File: src/rtl/sched_pkg.sv
package sched_pkg;

    localparam int DATA_W = 16;
    localparam int ADDR_W = 2;

    typedef enum logic [ADDR_W-1:0] {
        SEL_CTRL = 2'd0,
        SEL_CNT  = 2'd1,
        SEL_ALM  = 2'd2,
        SEL_NONE = 2'd3
    } reg_sel_e;

    // Control word; field positions are part of the read/write map.
    typedef struct packed {
        logic flag;
        logic alm_en;
        logic sync_en;
        logic cnt_en;
    } ctrl_t;

    localparam int CTRL_W = $bits(ctrl_t);

    // Counter command for one cycle.
    typedef struct packed {
        logic clr;
        logic load;
        logic step;
    } cnt_cmd_t;

    function automatic logic [DATA_W-1:0] ctrl_to_word(input ctrl_t c);
        logic [DATA_W-1:0] w;
        w = '0;
        w[CTRL_W-1:0] = c;
        return w;
    endfunction

    function automatic cnt_cmd_t pick_cmd(input logic en, input logic clr_req,
                                          input logic wr, input logic tick);
        cnt_cmd_t c;
        c = '0;
        if (en && clr_req) begin
            c.clr = 1'b1;
        end else if (wr) begin
            c.load = 1'b1;
        end else if (en && tick) begin
            c.step = 1'b1;
        end
        return c;
    endfunction

endpackage

File: src/rtl/sched_sync_edge.sv
module sched_sync_edge #(
    parameter int STAGES = 2
) (
    input  logic clk,
    input  logic rst,
    input  logic async_i,
    output logic rise_o
);
    localparam int LAST = STAGES;

    logic [LAST:0] chain_q;

    always_ff @(posedge clk) begin
        if (rst) begin
            chain_q <= '0;
        end else begin
            chain_q <= {chain_q[LAST-1:0], async_i};
        end
    end

    assign rise_o = chain_q[LAST-1] & ~chain_q[LAST];

    AST_RISE_SINGLE: assert property (@(posedge clk) disable iff (rst)
        rise_o |=> !rise_o);

endmodule

File: src/rtl/sched_counter.sv
module sched_counter
    import sched_pkg::*;
#(
    parameter int W = DATA_W
) (
    input  logic         clk,
    input  logic         rst,
    input  logic         en_i,
    input  logic         tick_i,
    input  logic         sync_en_i,
    input  logic         sync_rise_i,
    input  logic         alm_en_i,
    input  logic [W-1:0] alm_val_i,
    input  logic         wr_i,
    input  logic [W-1:0] wdata_i,
    output logic [W-1:0] cnt_o,
    output logic         match_o
);
    logic [W-1:0] cnt_q;
    logic         hit;
    logic         clr_req;
    cnt_cmd_t     cmd;

    assign hit     = alm_en_i && tick_i && (cnt_q == alm_val_i);
    assign clr_req = hit || (sync_en_i && sync_rise_i);
    assign cmd     = pick_cmd(en_i, clr_req, wr_i, tick_i);
    assign match_o = en_i && hit;

    always_ff @(posedge clk) begin
        if (rst) begin
            cnt_q <= '0;
        end else begin
            unique case (1'b1)
                cmd.clr:  cnt_q <= '0;
                cmd.load: cnt_q <= wdata_i;
                cmd.step: cnt_q <= cnt_q + 1'b1;
                default:  cnt_q <= cnt_q;
            endcase
        end
    end

    assign cnt_o = cnt_q;

    AST_STEP_ONE: assert property (@(posedge clk) disable iff (rst)
        (en_i && tick_i && !wr_i && !alm_en_i && !sync_en_i) |=> cnt_q == $past(cnt_q) + 1'b1);
    AST_HOLD_OFF: assert property (@(posedge clk) disable iff (rst)
        (!en_i && !wr_i) |=> $stable(cnt_q));
    AST_SYNC_ZERO: assert property (@(posedge clk) disable iff (rst)
        (en_i && sync_en_i && sync_rise_i) |=> cnt_q == '0);
    AST_MATCH_ZERO: assert property (@(posedge clk) disable iff (rst)
        (en_i && alm_en_i && tick_i && cnt_q == alm_val_i) |=> cnt_q == '0);
    AST_LOAD_WINS: assert property (@(posedge clk) disable iff (rst)
        (wr_i && !(en_i && clr_req)) |=> cnt_q == $past(wdata_i));
    AST_CMD_EXCL: assert property (@(posedge clk) disable iff (rst)
        $onehot0(cmd));

endmodule

File: src/rtl/sched_regs.sv
module sched_regs
    import sched_pkg::*;
#(
    parameter int W = DATA_W
) (
    input  logic         clk,
    input  logic         rst,
    input  logic         wr_ctrl_i,
    input  logic         wr_alm_i,
    input  logic [W-1:0] wdata_i,
    input  logic         match_i,
    output ctrl_t        ctrl_o,
    output logic [W-1:0] alm_o
);
    ctrl_t        ctrl_q;
    logic [W-1:0] alm_q;
    logic         alm_open;
    logic         flag_wipe;

    assign alm_open  = ctrl_q.cnt_en || ctrl_q.alm_en;
    assign flag_wipe = wr_ctrl_i && !wdata_i[CTRL_W-1];

    always_ff @(posedge clk) begin
        if (rst) begin
            ctrl_q <= '0;
            alm_q  <= '0;
        end else begin
            if (wr_ctrl_i) begin
                ctrl_q.cnt_en  <= wdata_i[0];
                ctrl_q.sync_en <= wdata_i[1];
                ctrl_q.alm_en  <= wdata_i[2];
            end
            ctrl_q.flag <= match_i || (ctrl_q.flag && !flag_wipe);
            if (wr_alm_i && alm_open) begin
                alm_q <= wdata_i;
            end
        end
    end

    assign ctrl_o = ctrl_q;
    assign alm_o  = alm_q;

    AST_ALM_LOCKED: assert property (@(posedge clk) disable iff (rst)
        (wr_alm_i && !ctrl_q.cnt_en && !ctrl_q.alm_en) |=> $stable(alm_q));
    AST_FLAG_SET: assert property (@(posedge clk) disable iff (rst)
        match_i |=> ctrl_q.flag);
    AST_FLAG_STICKY: assert property (@(posedge clk) disable iff (rst)
        (ctrl_q.flag && !wr_ctrl_i) |=> ctrl_q.flag);
    AST_FLAG_NO_SW_SET: assert property (@(posedge clk) disable iff (rst)
        (!ctrl_q.flag && !match_i) |=> !ctrl_q.flag);

endmodule

File: src/rtl/sched_timer.sv
module sched_timer
    import sched_pkg::*;
(
    input  logic              clk,
    input  logic              rst,
    input  logic              tick_i,
    input  logic              sync_i,
    input  logic [ADDR_W-1:0] reg_addr,
    input  logic [DATA_W-1:0] reg_wdata,
    input  logic              reg_we,
    output logic [DATA_W-1:0] reg_rdata
);
    reg_sel_e          sel;
    logic              wr_ctrl;
    logic              wr_cnt;
    logic              wr_alm;
    logic              sync_rise;
    logic              match;
    ctrl_t             ctrl;
    logic [DATA_W-1:0] cnt;
    logic [DATA_W-1:0] alm;

    assign sel     = reg_sel_e'(reg_addr);
    assign wr_ctrl = reg_we && (sel == SEL_CTRL);
    assign wr_cnt  = reg_we && (sel == SEL_CNT);
    assign wr_alm  = reg_we && (sel == SEL_ALM);

    sched_sync_edge #(.STAGES(2)) sync_i0 (
        .clk     (clk),
        .rst     (rst),
        .async_i (sync_i),
        .rise_o  (sync_rise)
    );

    sched_regs #(.W(DATA_W)) regs_i (
        .clk       (clk),
        .rst       (rst),
        .wr_ctrl_i (wr_ctrl),
        .wr_alm_i  (wr_alm),
        .wdata_i   (reg_wdata),
        .match_i   (match),
        .ctrl_o    (ctrl),
        .alm_o     (alm)
    );

    sched_counter #(.W(DATA_W)) cnt_i (
        .clk         (clk),
        .rst         (rst),
        .en_i        (ctrl.cnt_en),
        .tick_i      (tick_i),
        .sync_en_i   (ctrl.sync_en),
        .sync_rise_i (sync_rise),
        .alm_en_i    (ctrl.alm_en),
        .alm_val_i   (alm),
        .wr_i        (wr_cnt),
        .wdata_i     (reg_wdata),
        .cnt_o       (cnt),
        .match_o     (match)
    );

    always_comb begin
        unique case (sel)
            SEL_CTRL: reg_rdata = ctrl_to_word(ctrl);
            SEL_CNT:  reg_rdata = cnt;
            SEL_ALM:  reg_rdata = alm;
            default:  reg_rdata = '0;
        endcase
    end

    AST_RST_CLEAR: assert property (@(posedge clk)
        rst |=> (cnt == '0 && alm == '0 && ctrl == '0));
    AST_SPARE_ZERO: assert property (@(posedge clk) disable iff (rst)
        (sel == SEL_NONE) |-> reg_rdata == '0);

endmodule

File: config.mk
export PLATFORM = sky130hd
export DESIGN_NAME = sched_timer
export DESIGN_NICKNAME = d
export VERILOG_FILES = /design/src/rtl/sched_pkg.sv /design/src/rtl/sched_sync_edge.sv /design/src/rtl/sched_counter.sv /design/src/rtl/sched_regs.sv /design/src/rtl/sched_timer.sv
export SDC_FILE = /design/constraint.sdc
export NUM_CORES = 1
export LEC_CHECK = 0
export ABC_AREA = 1
export BUFFER_PORTS_ARGS = -buffer_cell sky130_fd_sc_hd__buf_2
export CORE_MARGIN = 2
export CORE_UTILIZATION = 31
export CTS_BUF_LIST = sky130_fd_sc_hd__clkbuf_4 sky130_fd_sc_hd__clkbuf_8 sky130_fd_sc_hd__clkbuf_16
export DETAILED_ROUTE_END_ITERATION = 10
export SYNTH_ARGS = -nofsm -noshare
export SYNTH_HDL_FRONTEND = slang
export SYNTH_SLANG_ARGS = --single-unit
File: constraint.sdc
create_clock -name clk -period 2.4 [get_ports clk]
set_clock_uncertainty 0.15 [all_clocks]
set_input_delay 0.48 -clock clk [delete_from_list [all_inputs] [get_ports clk]]
set_output_delay 0.48 -clock clk [all_outputs]
set_load 0.005 [all_outputs]
; Yosys cells after proc, flatten, opt, wreduce, memory -nomap -nowiden
; Index checks and enable logic that the tools add are counted.
[classes]
reduce_logical = 19
muxes = 7
eq_ne = 3
n_bitwise = 2
add_sub_neg = 1
[op_table]
columns = cell, count
row1 = $pmux W16 S3, 2
row2 = $add A16 B1 Y16 const B, 1
row3 = $eq A16 B16 Y1, 1
row4 = $logic_and A1 B1 Y1, 12
row5 = $mux W1, 4
row6 = $logic_or A1 B1 Y1, 3
row7 = $reduce_bool A3 Y1, 1
row8 = $eq A2 B1 Y1 const B, 1
row9 = $eq A2 B2 Y1 const B, 1
row10 = $logic_not A1 Y1, 2
row11 = $logic_not A2 Y1, 1
row12 = $mux W2, 1
row13 = $and A1 B1 Y1, 1
row14 = $not A1 Y1, 1
[word_totals]
regBits = 39
input_bits = 23
out_inout_bits = 16
wordCells = 39

; Depth between registers and ports, before layout
[depth]
ltp_word = 7
mapped_depth = 13
mapped_depth_nobuf = 12

; Hierarchy
; From an unflattened synthesis, not the netlist that was laid out.
[hier_totals]
hier_cells = 508
area_unflattened_um2 = 3090.5
[by_module_without_submodules]
columns = module, cells_each, n_inst, seq_area_each_um2, area_per_inst_um2
row1 = sched_counter, 312, 1, 320.3, 1737.9
row2 = sched_regs, 121, 1, 400.4, 912.1
row3 = sched_timer, 65, 1, 0.0, 354.1
row4 = sched_sync_edge, 10, 1, 60.1, 86.3

; Least setup slack after synthesis
; No wires, ideal clock.
[synth_path]
path_kind = input to output
from = input reg_addr[1]
to = output reg_rdata[3]
required_ns = 1.770
cell_stages = 5
setup_slack_ns = 0.592
t_arrival_ns = 1.178
n_path_buf = 1
path_cell_list = inv_1 nor2_1 inv_2 clkbuf_1 o221ai_1
[synth_between]
elab_chain_cells = 2
elab_cells_between_ends = 4
classes_between = eq/ne: 2 / mux: 1 / reduce/logical: 1
[synth_lines]
columns = element, line
row1 = start: declaration, sched_timer.sv:8  ; input logic [ADDR_W-1:0] reg_addr,
row2 = "$eq A2 B2 Y1, or another cell as far along", sched_timer.sv:62  ; unique case (sel)
row3 = $pmux W16 S3 *, sched_timer.sv:62
row4 = end: declaration, sched_timer.sv:11  ; output logic [DATA_W-1:0] reg_rdata
; Every way passes the cells marked *; elsewhere a longest branch is shown, timed or not.

; Final worst setup path
[layout_path]
from = input reg_addr[1]
to = output reg_rdata[9]
; Same word-level chain as after synthesis.

==> out/metrics.cfg <==
[outcome]
status = finished clean

[global_route]
grt_antenna_before_repair = 0
grt_pass1_vias = 2631
overflow = 0
grt_max_degree = 46
grt_pass1_wl_um = 13270
grt_use_total_pct = 17.14

[power_and_ir_drop]
p_int_mw = 0.9813
p_per_area_mw_per_mm2 = 478.7
p_leak_nw = 1.401
power.switching_mw = 0.4670
pwr-share-seq_pct = 49.0
swShare_pct = 32.25
total_power_mw = 1.448
power.share.clock_pct = 31.8
combPwrFrac_pct = 19.2
ir_drop_mv = 0.2900

[sta]
period_needed_ps = 2221
tightest_slew_ps = 683.6
hold_viol_final = 0
fmax_mhz = 450.2
maxSlewViolCount = 0
setup_viol = 0
setup_tns_ps = 0
slew_headroom_pct = 54.38
rsz0062_at_grt = false
period_share_pct = 92.56

[logic_synthesis]
ys.flop_type = dfxtp_1
yosysSeqAreaShare_pct = 29.27
synth_cell_types = 30
synth.top_cells.by_count = nand2_1 (104), inv_1 (46), nand4_1 (42)
async_flop_share_pct = 0
synth_nets = 451
yosys_warnings = 0
syn_area_sq_mm = 0.002668
synth_area_leaders = dfxtp_1 (29%), nand2_1 (15%), nand4_1 (9.8%), inv_1 (6.5%), nor2_1 (5.2%)
syn_avg_cell_area_sq_um = 6.247
synth_edf_count = 0
post-synth-top-count-cell = nand2_1
synth_top_area_share_pct = 29.27
synthCells = 427
synth.largest_area_cell = dfxtp_1
synth_seq_cells = 39

[critical_path]
worstPathArrival_ps = 1590
cp-end-kind = primary output
worst-path-max-fanout = 14
path_delay_family = buffers and inverters
worstSetupStartpointType = input pin
path_common_cell = buf_2
critical_path_class = in2out
crit_slowest_cell = nor2_1
max_stage_delay_ps = 300
crit_required_ps = 1770
crit_buf_inv = 4
cp_cell_sequence = buf_2 > inv_1 > nor2_1 > inv_2 > o22ai_1 > buf_2

[detailed_routing]
antenna_left = 0
route.met2.wl_um = 3746
via_per_inst = 5.053
drtPass1Iterations = 5
wl_met3_um = 409
met1_length_um = 3815
wl_per_cell_um = 14.17
top_layer = met4
vias = 2865
wirelength_um = 8037
drc_errors = 0
drtIter0Drc = 224

[floorplan]
fp.dieW_um = 96.77
die_area_sq_mm = 0.009363
ios = 39
rows = 33
core_area_sq_mm = 0.008299
start_util_pct = 32.14
die_height_um = 96.77

[cts]
clkLatencyLatePin_ps = 300
clockBufferDepth = 2
cts_tree = done
cts.sinks = 39
htreeDepth = 2
path_clk_slew_ps = 90
clock-root-buffer = clkbuf_8
cts_buffers = 5
post_cts_buffers = 0
postCtsResizedCells = 0
cts_hold_buf = 0

[placed_design]
place.gp.congestion = 0.9227
placed_cells_incl_taps = 559
io_buffer_count = 38
hpwl_um = 5701

[final_layout]
synthToLayoutAreaGrowth_pct = 13.41
final_nets = 485
drive_above_1_share_pct = 17.75
finalNonFillerCells = 567
fin_util_pct = 36.45
diodes = 0

[run]
maxCapViolCount = 0

[hold_path]
hold_path_class = in2reg

metal layers:
metal	vias up	track usage (%)
met5	-	0
met2	89	27.30
li1	1456	-
met1	1314	24.44
met3	6	2.746
met4	0	3.792
final timing paths:
path	cells after the start	start	to	slack [ps]
min	3	sync_i	sync_i0.chain_q[0]	230
max	6	reg_addr[1]	reg_rdata[9]	180
max reg2reg	12	regs_i.ctrl_o[0]	cnt_i.cnt_o[2]	340
min reg2reg	2	sync_i0.chain_q[0]	sync_i0.chain_q[1]	260
state kept, by name, indices dropped and copies added, names as in the netlist:
| register | count |
|---|---|
| cnt_i.cnt_o | 16 |
| sync_i0.chain_q | 3 |
| regs_i.alm_o | 16 |
| regs_i.ctrl_o | 4 |
cell families (layout without fill, tap and decap cells):
family,after synthesis,in the layout,synth area share [%]
AO/OA/AOI/OAI,60,60,12.80
buffers and inverters,97,132,15.34
flip-flops,39,39,29.27
XOR/XNOR,12,12,3.940
adder cells (fa/ha/maj),1,1,0.4690
AND/OR/NAND/NOR,218,218,38.18
placed cells by master (no fill, tap or decap), drive strengths merged:
cell	n
clkinv	18
nand3	23
o22ai	9
nand2	106
o221ai	4
o2111ai	2
xnor2	2
inv	60
buf	47
o21ai	29
clkbuf	5
nor3	4
nor2	42
xor2	10
nand4	42
a21oi	16
ha	1
nand3b	1
dfxtp	39
clkinvlp	2
power by group through the flow:
| stage | logic, mW | clock network, mW | registers [mW] |
|---|---|---|---|
| 2_1_floorplan | 0.195 | 0 | 0.714 |
| 3_3_place_gp | 0.275 | 0 | 0.724 |
| 3_5_place_dp | 0.277 | 0 | 0.724 |
| 4_1_cts | 0.278 | 0.475 | 0.709 |
| 5_1_grt | 0.314 | 0.502 | 0.714 |
| 6_report | 0.278 | 0.461 | 0.710 |
layout make-up:
type	count	area [sq um]
clock buffers	5	68.82
clock inverters	3	20.02
fillers	939	5274
inverters	77	289.0
multi-input cells	291	1478
flip-flops and latches	39	780.7
well taps	105	131.4
repair buffers	47	257.7
tightest hold or removal path, stage by stage:
cell	delay, ps
buf_2	80
inv_1	30
nor2_1	60
per-stage QoR:
step | worst slack (ps) | hold WS (ps) | cell area (sq um)
3_3_place_gp | 100.1 | 239.5 | 2937
3_5_place_dp | 90.89 | 249.2 | 2937
6_report | 178.6 | 231.2 | 3025
2_1_floorplan | 591.8 | 238.3 | 2668
5_1_grt | 99.92 | 244.9 | 3025
4_1_cts | 215.6 | 233.1 | 3025
No activity file was read; power rests on OpenSTA's default activity.
